File: src/rtl/i2c_tgt_pkg.sv
// Package: shared types for the I2C target register bank.
// Assumes bytes are eight bits wide on the serial bus.
package i2c_tgt_pkg;
    localparam int BYTE_W = 8;

    typedef enum logic [2:0] {
        ST_IDLE,   // waiting for START
        ST_DEV,    // shifting in device byte
        ST_WADDR,  // shifting in word address
        ST_WDATA,  // shifting in write data
        ST_ACK,    // driving ACK in ninth clock
        ST_TX,     // shifting out read data
        ST_MACK    // sampling controller ACK/NACK
    } tgt_state_e;
endpackage

File: src/rtl/i2c_line_sampler.sv
// Module: i2c_line_sampler
// Synchronises SCL and SDA into the clk domain and derives SCL edges and
// bus START/STOP conditions from the synchronised lines.
// Assumes: the bus is idle high at reset and each line is stable for more
// than SYNC_STAGES+1 clocks between transitions.
module i2c_line_sampler #(
    parameter int SYNC_STAGES = 2
) (
    input  logic clk,
    input  logic rst_n,
    input  logic scl_i,
    input  logic sda_i,
    output logic scl_s,
    output logic sda_s,
    output logic scl_rise,
    output logic scl_fall,
    output logic start_det,
    output logic stop_det
);
    logic [SYNC_STAGES-1:0] scl_pipe;
    logic [SYNC_STAGES-1:0] sda_pipe;
    logic                   scl_q;
    logic                   sda_q;

    // Purpose: metastability filter chain for both bus lines.
    always_ff @(posedge clk) begin
        if (!rst_n) begin
            scl_pipe <= '1;
            sda_pipe <= '1;
        end else begin
            scl_pipe <= {scl_pipe[SYNC_STAGES-2:0], scl_i};
            sda_pipe <= {sda_pipe[SYNC_STAGES-2:0], sda_i};
        end
    end

    assign scl_s = scl_pipe[SYNC_STAGES-1];
    assign sda_s = sda_pipe[SYNC_STAGES-1];

    // Purpose: one-cycle history of the synchronised lines for edge detection.
    always_ff @(posedge clk) begin
        if (!rst_n) begin
            scl_q <= 1'b1;
            sda_q <= 1'b1;
        end else begin
            scl_q <= scl_s;
            sda_q <= sda_s;
        end
    end

    // Purpose: edge and bus-condition decode.
    always_comb begin
        scl_rise  = scl_s & ~scl_q;
        scl_fall  = ~scl_s & scl_q;
        start_det = scl_s & scl_q & sda_q & ~sda_s;
        stop_det  = scl_s & scl_q & ~sda_q & sda_s;
    end
endmodule

File: src/rtl/i2c_reg_array.sv
// Module: i2c_reg_array
// Bank of NUM_REGS byte registers with one synchronous write port and two
// combinational read ports. Register n resets to the value n.
// Assumes: NUM_REGS fits in AW address bits; out-of-range reads return 0.
module i2c_reg_array
    import i2c_tgt_pkg::*;
#(
    parameter  int NUM_REGS = 26,
    localparam int AW       = $clog2(NUM_REGS)
) (
    input  logic              clk,
    input  logic              rst_n,
    input  logic              wr_en,
    input  logic [AW-1:0]     wr_addr,
    input  logic [BYTE_W-1:0] wr_data,
    input  logic [AW-1:0]     rd_addr_a,
    output logic [BYTE_W-1:0] rd_data_a,
    input  logic [AW-1:0]     rd_addr_b,
    output logic [BYTE_W-1:0] rd_data_b
);
    logic [NUM_REGS*BYTE_W-1:0] flat;

    for (genvar g = 0; g < NUM_REGS; g++) begin : g_reg
        logic [BYTE_W-1:0] q;
        // Purpose: storage for register g, loaded on a matching write.
        always_ff @(posedge clk) begin
            if (!rst_n) begin
                q <= BYTE_W'(g);
            end else if (wr_en && (wr_addr == AW'(g))) begin
                q <= wr_data;
            end
        end
        assign flat[g*BYTE_W +: BYTE_W] = q;
    end

    // Purpose: read port A (protocol side) selection.
    always_comb begin
        rd_data_a = '0;
        for (int i = 0; i < NUM_REGS; i++) begin
            if (rd_addr_a == AW'(i)) rd_data_a = flat[i*BYTE_W +: BYTE_W];
        end
    end

    // Purpose: read port B (host side) selection.
    always_comb begin
        rd_data_b = '0;
        for (int i = 0; i < NUM_REGS; i++) begin
            if (rd_addr_b == AW'(i)) rd_data_b = flat[i*BYTE_W +: BYTE_W];
        end
    end
endmodule

File: src/rtl/i2c_target_fsm.sv
// Module: i2c_target_fsm
// Byte-level protocol engine: shifts device, word-address and data bytes,
// generates ACK, streams read data, and owns the shared register pointer.
// Assumes: edge and bus-condition strobes come from i2c_line_sampler and
// read data for the current pointer is available combinationally.
module i2c_target_fsm
    import i2c_tgt_pkg::*;
#(
    parameter  logic [6:0] DEV_ID   = 7'b1101111,
    parameter  int         NUM_REGS = 26,
    localparam int         AW       = $clog2(NUM_REGS)
) (
    input  logic              clk,
    input  logic              rst_n,
    input  logic              scl_rise,
    input  logic              scl_fall,
    input  logic              sda_s,
    input  logic              start_det,
    input  logic              stop_det,
    input  logic [BYTE_W-1:0] rd_data,
    output logic              sda_oe,
    output logic [AW-1:0]     ptr,
    output logic              ptr_load,
    output logic              wr_en,
    output logic [AW-1:0]     wr_addr,
    output logic [BYTE_W-1:0] wr_data
);
    localparam logic [AW-1:0]     LAST_PTR  = AW'(NUM_REGS - 1);
    localparam logic [BYTE_W-1:0] LAST_BYTE = BYTE_W'(NUM_REGS - 1);

    tgt_state_e        state;
    tgt_state_e        nxt;
    logic [2:0]        cnt;
    logic              got8;
    logic              mack;
    logic [BYTE_W-1:0] shreg;
    logic [BYTE_W-1:0] txsh;

    function automatic logic [AW-1:0] ptr_step(input logic [AW-1:0] p);
        return (p == LAST_PTR) ? '0 : p + AW'(1);
    endfunction

    // Purpose: protocol sequencing, pointer update and SDA pull control.
    always_ff @(posedge clk) begin
        if (!rst_n) begin
            state    <= ST_IDLE;
            nxt      <= ST_IDLE;
            cnt      <= '0;
            got8     <= 1'b0;
            mack     <= 1'b0;
            shreg    <= '0;
            txsh     <= '0;
            sda_oe   <= 1'b0;
            ptr      <= '0;
            ptr_load <= 1'b0;
            wr_en    <= 1'b0;
            wr_addr  <= '0;
            wr_data  <= '0;
        end else begin
            wr_en    <= 1'b0;
            ptr_load <= 1'b0;
            if (start_det) begin
                state  <= ST_DEV;
                cnt    <= '0;
                got8   <= 1'b0;
                sda_oe <= 1'b0;
            end else if (stop_det) begin
                state  <= ST_IDLE;
                cnt    <= '0;
                got8   <= 1'b0;
                sda_oe <= 1'b0;
            end else begin
                case (state)
                    ST_DEV, ST_WADDR, ST_WDATA: begin
                        if (scl_rise) begin
                            shreg <= {shreg[BYTE_W-2:0], sda_s};
                            cnt   <= cnt + 3'd1;
                            if (cnt == 3'd7) got8 <= 1'b1;
                        end else if (scl_fall && got8) begin
                            got8 <= 1'b0;
                            cnt  <= '0;
                            if (state == ST_DEV) begin
                                if (shreg[7:1] == DEV_ID) begin
                                    sda_oe <= 1'b1;
                                    state  <= ST_ACK;
                                    nxt    <= shreg[0] ? ST_TX : ST_WADDR;
                                end else begin
                                    state <= ST_IDLE;
                                end
                            end else if (state == ST_WADDR) begin
                                if (shreg <= LAST_BYTE) begin
                                    ptr      <= shreg[AW-1:0];
                                    ptr_load <= 1'b1;
                                    sda_oe   <= 1'b1;
                                    state    <= ST_ACK;
                                    nxt      <= ST_WDATA;
                                end else begin
                                    state <= ST_IDLE;
                                end
                            end else begin
                                wr_en   <= 1'b1;
                                wr_addr <= ptr;
                                wr_data <= shreg;
                                ptr     <= ptr_step(ptr);
                                sda_oe  <= 1'b1;
                                state   <= ST_ACK;
                                nxt     <= ST_WDATA;
                            end
                        end
                    end
                    ST_ACK: begin
                        if (scl_fall) begin
                            cnt <= '0;
                            if (nxt == ST_TX) begin
                                txsh   <= rd_data;
                                sda_oe <= ~rd_data[BYTE_W-1];
                                state  <= ST_TX;
                            end else begin
                                sda_oe <= 1'b0;
                                state  <= nxt;
                            end
                        end
                    end
                    ST_TX: begin
                        if (scl_fall) begin
                            if (cnt == 3'd7) begin
                                sda_oe <= 1'b0;
                                ptr    <= ptr_step(ptr);
                                state  <= ST_MACK;
                            end else begin
                                cnt    <= cnt + 3'd1;
                                txsh   <= {txsh[BYTE_W-2:0], 1'b0};
                                sda_oe <= ~txsh[BYTE_W-2];
                            end
                        end
                    end
                    ST_MACK: begin
                        if (scl_rise) begin
                            mack <= ~sda_s;
                        end else if (scl_fall) begin
                            if (mack) begin
                                txsh   <= rd_data;
                                sda_oe <= ~rd_data[BYTE_W-1];
                                cnt    <= '0;
                                state  <= ST_TX;
                            end else begin
                                state <= ST_IDLE;
                            end
                        end
                    end
                    default: state <= ST_IDLE;
                endcase
            end
        end
    end
endmodule

File: src/rtl/i2c_regbank_target.sv
// Module: i2c_regbank_target (top)
// I2C target exposing NUM_REGS byte registers behind a fixed 7-bit
// identifier, with a shared auto-incrementing pointer and a host read port.
// Assumes: sda_oe drives an open-drain pad (high = pull low); SCL and SDA
// are asynchronous to clk and much slower than it.
module i2c_regbank_target
    import i2c_tgt_pkg::*;
#(
    parameter  logic [6:0] DEV_ID      = 7'b1101111,
    parameter  int         NUM_REGS    = 26,
    parameter  int         SYNC_STAGES = 2,
    localparam int         AW          = $clog2(NUM_REGS)
) (
    input  logic              clk,
    input  logic              rst_n,
    input  logic              scl_i,
    input  logic              sda_i,
    output logic              sda_oe,
    input  logic [AW-1:0]     host_addr,
    output logic [BYTE_W-1:0] host_rdata
);
    logic              scl_s_w;
    logic              sda_s_w;
    logic              scl_rise_w;
    logic              scl_fall_w;
    logic              start_w;
    logic              stop_w;
    logic [AW-1:0]     ptr_w;
    logic              ptr_load_w;
    logic              wr_en_w;
    logic [AW-1:0]     wr_addr_w;
    logic [BYTE_W-1:0] wr_data_w;
    logic [BYTE_W-1:0] rd_data_w;

    i2c_line_sampler #(
        .SYNC_STAGES (SYNC_STAGES)
    ) u_sampler (
        .clk       (clk),
        .rst_n     (rst_n),
        .scl_i     (scl_i),
        .sda_i     (sda_i),
        .scl_s     (scl_s_w),
        .sda_s     (sda_s_w),
        .scl_rise  (scl_rise_w),
        .scl_fall  (scl_fall_w),
        .start_det (start_w),
        .stop_det  (stop_w)
    );

    i2c_target_fsm #(
        .DEV_ID   (DEV_ID),
        .NUM_REGS (NUM_REGS)
    ) u_fsm (
        .clk       (clk),
        .rst_n     (rst_n),
        .scl_rise  (scl_rise_w),
        .scl_fall  (scl_fall_w),
        .sda_s     (sda_s_w),
        .start_det (start_w),
        .stop_det  (stop_w),
        .rd_data   (rd_data_w),
        .sda_oe    (sda_oe),
        .ptr       (ptr_w),
        .ptr_load  (ptr_load_w),
        .wr_en     (wr_en_w),
        .wr_addr   (wr_addr_w),
        .wr_data   (wr_data_w)
    );

    i2c_reg_array #(
        .NUM_REGS (NUM_REGS)
    ) u_regs (
        .clk       (clk),
        .rst_n     (rst_n),
        .wr_en     (wr_en_w),
        .wr_addr   (wr_addr_w),
        .wr_data   (wr_data_w),
        .rd_addr_a (ptr_w),
        .rd_data_a (rd_data_w),
        .rd_addr_b (host_addr),
        .rd_data_b (host_rdata)
    );
endmodule

File: config.mk
export PLATFORM = sky130hd
export DESIGN_NAME = i2c_regbank_target
export DESIGN_NICKNAME = d
export VERILOG_FILES = /design/src/rtl/i2c_tgt_pkg.sv /design/src/rtl/i2c_line_sampler.sv /design/src/rtl/i2c_reg_array.sv /design/src/rtl/i2c_target_fsm.sv /design/src/rtl/i2c_regbank_target.sv
export SDC_FILE = /design/constraint.sdc
export NUM_CORES = 1
export LEC_CHECK = 0
export ABC_AREA = 1
export CAP_MARGIN = 5
export CORE_MARGIN = 10
export CORE_UTILIZATION = 50
export CTS_CLUSTER_SIZE = 12
export DETAILED_ROUTE_END_ITERATION = 10
export PLACE_DENSITY = 0.69
export SLEW_MARGIN = 20
export SYNTH_ARGS = -nofsm -noshare
export SYNTH_HDL_FRONTEND = slang
export SYNTH_SLANG_ARGS = --single-unit
File: constraint.sdc
create_clock -name clk -period 4.4 [get_ports clk]
set_clock_uncertainty 0.1 [all_clocks]
set_input_delay 1.32 -clock clk [delete_from_list [all_inputs] [get_ports clk]]
set_output_delay 1.32 -clock clk [all_outputs]
set_load 0.05 [all_outputs]
==> results.txt <==
----------------------------------------------------
[Critical path]
  Sort of element at the end of the critical path ... output pin
  Count of cell instances traversed by the critical path ... 23
  FF-to-FF setup slack ... ~590 ps
  Worst-path cell chain ... buf_8 > buf_6 > inv_12 > nor2_4 > nand2_2 > inv_2 > nand2_4 > buf_6 > buf_4 > nor2_2 > a221oi_2 > o21ai_1 > o22ai_1 > nand4_1 > nor3_2 > nand4_1 > a21oi_2 > o2111ai_2 > o22ai_2 > nand3_2 > a21oi_2 > o2111ai_4 > buf_6
  Register-to-Register Path Depth ... 30
  Worst flop-to-flop path startpoint ... u_fsm.ptr[0]$_SDFFE_PN0P_
  Most used cell, CP ... buf_6
  Sum of buffers and inverters on the critical path ... 7
  Crit path to ... host_rdata[6]
  Required time at the worst-slack endpoint ... about 3000 ps
  Critical R2R Capture ... u_fsm.txsh[5]$_SDFFE_PN0P_
  Critical path's largest stage delay ... around 210 ps
  Critical Path Source Type ... input port
  Slowest cell on the critical path ... o22ai_2
  Startpoint of the worst setup timing path ... host_addr[1]
  Worst path top cell family by delay ... compound AO/OA/AOI/OAI gates
  Arr. time, crit path ... slightly above 4000 ps
  Largest fanout of any net on the critical path ... 3
  Type of the worst setup path ... input port to output pin

[Cells and area]
  Final antenna diode count ... 0
  Non-Filler Cell Area, Final ... ~16000 µm²
  Synth-to-layout area growth ... 17.0%
  Share of final-layout standard cells stronger than drive strength 1 ... 0.114
  Nets@finish ... 2222
  Number of inserted filler cells in the final layout ... 2595

[Logic synthesis]
  Synthesized-area fraction occupied by and/or/nand/nor cells ... 0.289
  Gate count after technology mapping ... 2163
  Async SR Flop Fraction ... 0
  Area fraction in compound gates after synthesis ... 0.208
  Share of the yosys chip area belonging to registers ... 0.380
  Post-synthesis net count ... between 2000 and 2500
  Synth Area in Adders ... 0.00640
  Number of library cell types mapped by synthesis ... 44
  Cell area after synthesis ... 13700 µm²
  Fraction of synthesized cell area taken by the top area cell type ... 0.380
  Leading post-synthesis cells by cell area ... dfxtp_1 38%, nand2_1 13%, o21ai_0 11%
  Cell type with the highest aggregate area in the netlist ... dfxtp_1
  Primary FF master, synth ... dfxtp_1
  Post-Syn Area per Cell ... 6.33 µm²
  Combinational family with the most area after synthesis ... simple AND/OR/NAND/NOR gates
  Number of warnings issued by yosys ... 0
  Number of register bits inferred by synthesis ... 260
  EDFF count, synth ... 0
  Fraction of synthesized cell area in xor and xnor cells ... 0.000640
  Post-synthesis mux area share ... 0

[Route]
  Initial DRT Pass Iterations ... 6
  Number of design rule violations left after detail routing ... 0
  Total wire length after detailed routing ... about 47000 µm
  Initial DRC count ... ~1400
  Via count ... between 10000 and 15000
  Post-DR vias/cell ... about 5.6
  Routed Antenna Nets ... 0
  Wire per inst ... roughly 18 µm

[Clock tree]
  Clock latency reported for the late side of the worst-skew pair ... 570 ps
  Maximum number of buffers from clock root to sink ... 3
  Deepest level of the CTS H-tree ... 1
  TritonCTS Buffers ... 29
  Worst-path clk slew ... around 60 ps
  Number of clock sinks seen by CTS ... 260
  Root buffer selected by CTS ... clkbuf_16
  Clock tree from TritonCTS ... yes

[Job]
  Max-capacitance violation count ... 0

[Timing]
  Shortest period the worst path allows ... roughly 5500 ps
  Transition time of the tightest slew-check pin ... 961 ps
  RSZ-0062 raised after global routing ... true
  Pins Over Slew Limit ... 0
  Final Cycle Share ... 1.26
  Count of final hold-check violations ... 0
  Total negative setup slack ... -7520 ps
  Crit path setup slack, layout ... -1140 ps
  Top achievable clock speed ... ~0.18 GHz
  Relative slew slack ... 0.359
  Final Setup Violations ... 8

[Global routing]
  Wire length of the first global-routing pass ... 73000 µm
  All-layer global routing usage ... 0.268
  Global route total overflow ... 0
  Antenna violations before repair ... 0
  Vias in the first global route ... 13400
  Largest net degree at the start of global routing ... 223

[Power]
  Fraction of power spent switching nets ... 0.337
  Clock power share ... 0.379
  Cell area power density ... around 410 nW/µm²
  Power dissipated by switching net loads ... 2.24 mW
  Sequential group share of total power ... 0.371
  Max rail drop VDD ... about 0.00047 V
  Cell internal pwr ... ~4.4 mW
  Total leakage power ... about 6.8 nW
  Combinational share of power ... 0.250

[Floorplanning]
  Standard-cell row count ... 60
  I/O pins ... 18
  Floorplan die area ... 34400 µm²
  Die H ... between 150 and 200 µm
  Core area ... 27000 µm²
  Initial core utilization ... 0.508
  Die Width ... around 190 µm

[Place]
  Number of I/O port buffers ... 17
  Final HPWL DP ... 32700 µm
  Placer's final routability congestion estimate ... 0.988
  Placed cell areas ... ~15000 µm²

[Outcome]
  Run status ... finished with violations
  Violated checks ... negative setup slack

[Worst hold path]
  Hold Path Class ... flip-flop to flip-flop
  HP Start ... u_sampler.sda_pipe[0]$_SDFF_PN1_

----------------------------------------------------
==> worst reg2reg max path: cells and delay by family, from the launching register on <==
family                     cells  cell delay (ps)
and+or+nand+nor               23             2140
AOI/OAI and AO/OA              5              650
buffers and inverters          1              120
DFF                            1              410
adders and majority gates      1              270
==> final cells by class <==
class                           count  area [µm²]  area share
Multi-Input combinational cell   1491        7320       0.457
Sequential cell                   260        5210       0.326
Clock buffer                       44         872      0.0544
Clock inverter                      9         113     0.00703
Tap cell                          341         427      0.0266
Timing Repair Buffer               98         820      0.0512
Inverter                          326        1250      0.0784
==> synth_stat cells (all sizes together) (4+ instances only) <==
cell     number
a211oi        6
nor4          5
clkbuf       69
nand4        33
ha            7
buf          17
nor3         11
o2111ai       9
nand2       466
dfxtp       260
inv         316
a221oi        4
a31oi         4
o21ai       305
a21oi       158
o211ai       22
nand3       132
nor2        296
clkinv       10
or2           6
o22ai        12
==> power groups by stage <==
stage,Combinational (mW),Clock [mW],Sequential [mW]
CTS,1.63,2.55,2.46
detailed placement,1.60,0,2.51
global placement,1.59,0,2.51
floorplan,1.14,0,2.50
global route,1.86,2.64,2.47
finish,1.66,2.52,2.46
==> metrics by stage <==
| step | instances | setup WS, ps | power [mW] | hold WS (ps) | util |
|---|---|---|---|---|---|
| 4_1_cts | 2569 | -1130 | 6.63 | 315 | 0.591 |
| 5_1_grt | 2569 | -1260 | 6.96 | 324 | 0.594 |
| 3_5_place_dp | 2504 | -1630 | 4.11 | 300 | 0.542 |
| 2_1_floorplan | 2163 | -525 | 3.64 | 293 | - |
| 3_3_place_gp | 2504 | -1580 | 4.10 | 297 | 0.542 |
| 6_report | 2569 | -1140 | 6.64 | 312 | 0.594 |
==> how the worst min path moves through the flow <==
stage,end,slack (ps),cells past startpoint
floorplan,u_sampler.scl_pipe[1]$_SDFF_PN1_,290,1
global placement,u_sampler.scl_pipe[1]$_SDFF_PN1_,300,1
detailed placement,u_sampler.scl_pipe[1]$_SDFF_PN1_,300,1
CTS,u_sampler.scl_pipe[1]$_SDFF_PN1_,310,1
global route,u_sampler.scl_pipe[1]$_SDFF_PN1_,320,1
finish,u_sampler.sda_pipe[1]$_SDFF_PN1_,310,1
==> cells in the final DEF, fill, tap and decap left out, types with 4 or more instances in the layout <==
cell type / n
o22ai_1: 5
o21ai_0: 288
buf_4: 78
nand3_2: 6
ha_1: 7
buf_6: 11
nand3_1: 125
o211ai_1: 22
dfxtp_1: 253
nand4_1: 33
inv_2: 10
nor2_4: 14
nand2_1: 459
o21ai_1: 10
clkinv_1: 8
nor2_1: 271
or2_2: 5
nand2_2: 4
o21ai_2: 7
o2111ai_2: 4
clkinv_2: 6
a21oi_1: 150
clkbuf_1: 6
o22ai_2: 7
a31oi_1: 4
nor3_1: 6
a21oi_2: 8
clkbuf_8: 9
nor2_2: 10
inv_1: 301
nor3_2: 4
dfxtp_2: 7
a211oi_1: 4
clkbuf_16: 29
==> metal layers <==
metal  vias to the layer above  track usage  wire (µm)
met5                         -            0          0
met4                         0        0.102       1830
met3                       112       0.0337       2800
met2                       518        0.454      22300
met1                      6620        0.339      19900
li1                       7074            -          -
==> what timing repair did <==
item	4_1_cts	5_1_grt
endpoints found under the setup margin	8	8
gates resized for setup	87	17
hold buffers	0	0
setup buffers	12	2
pin swaps	49	40
==> sequential cells by signal (all words and copies together), names as in the netlist, 5 cells and up <==
| signal | cells |
|---|---|
| u_regs.g.q | 208 |
| u_fsm.shreg | 8 |
| u_fsm.wr_data | 8 |
| u_fsm.txsh | 7 |
| u_fsm.ptr | 5 |
| u_fsm.wr_addr | 5 |
==> cell families (layout without fill, tap and decap cells) <==
logic type / count (synthesis) / after routing
flops: 260 / 260
buf+inv: 412 / 477
simple gates: 952 / 952
fa+ha+maj: 7 / 7
compound gates: 531 / 531
xor+xnor: 1 / 1
Note: power is estimated with default switching activity, not from simulation.
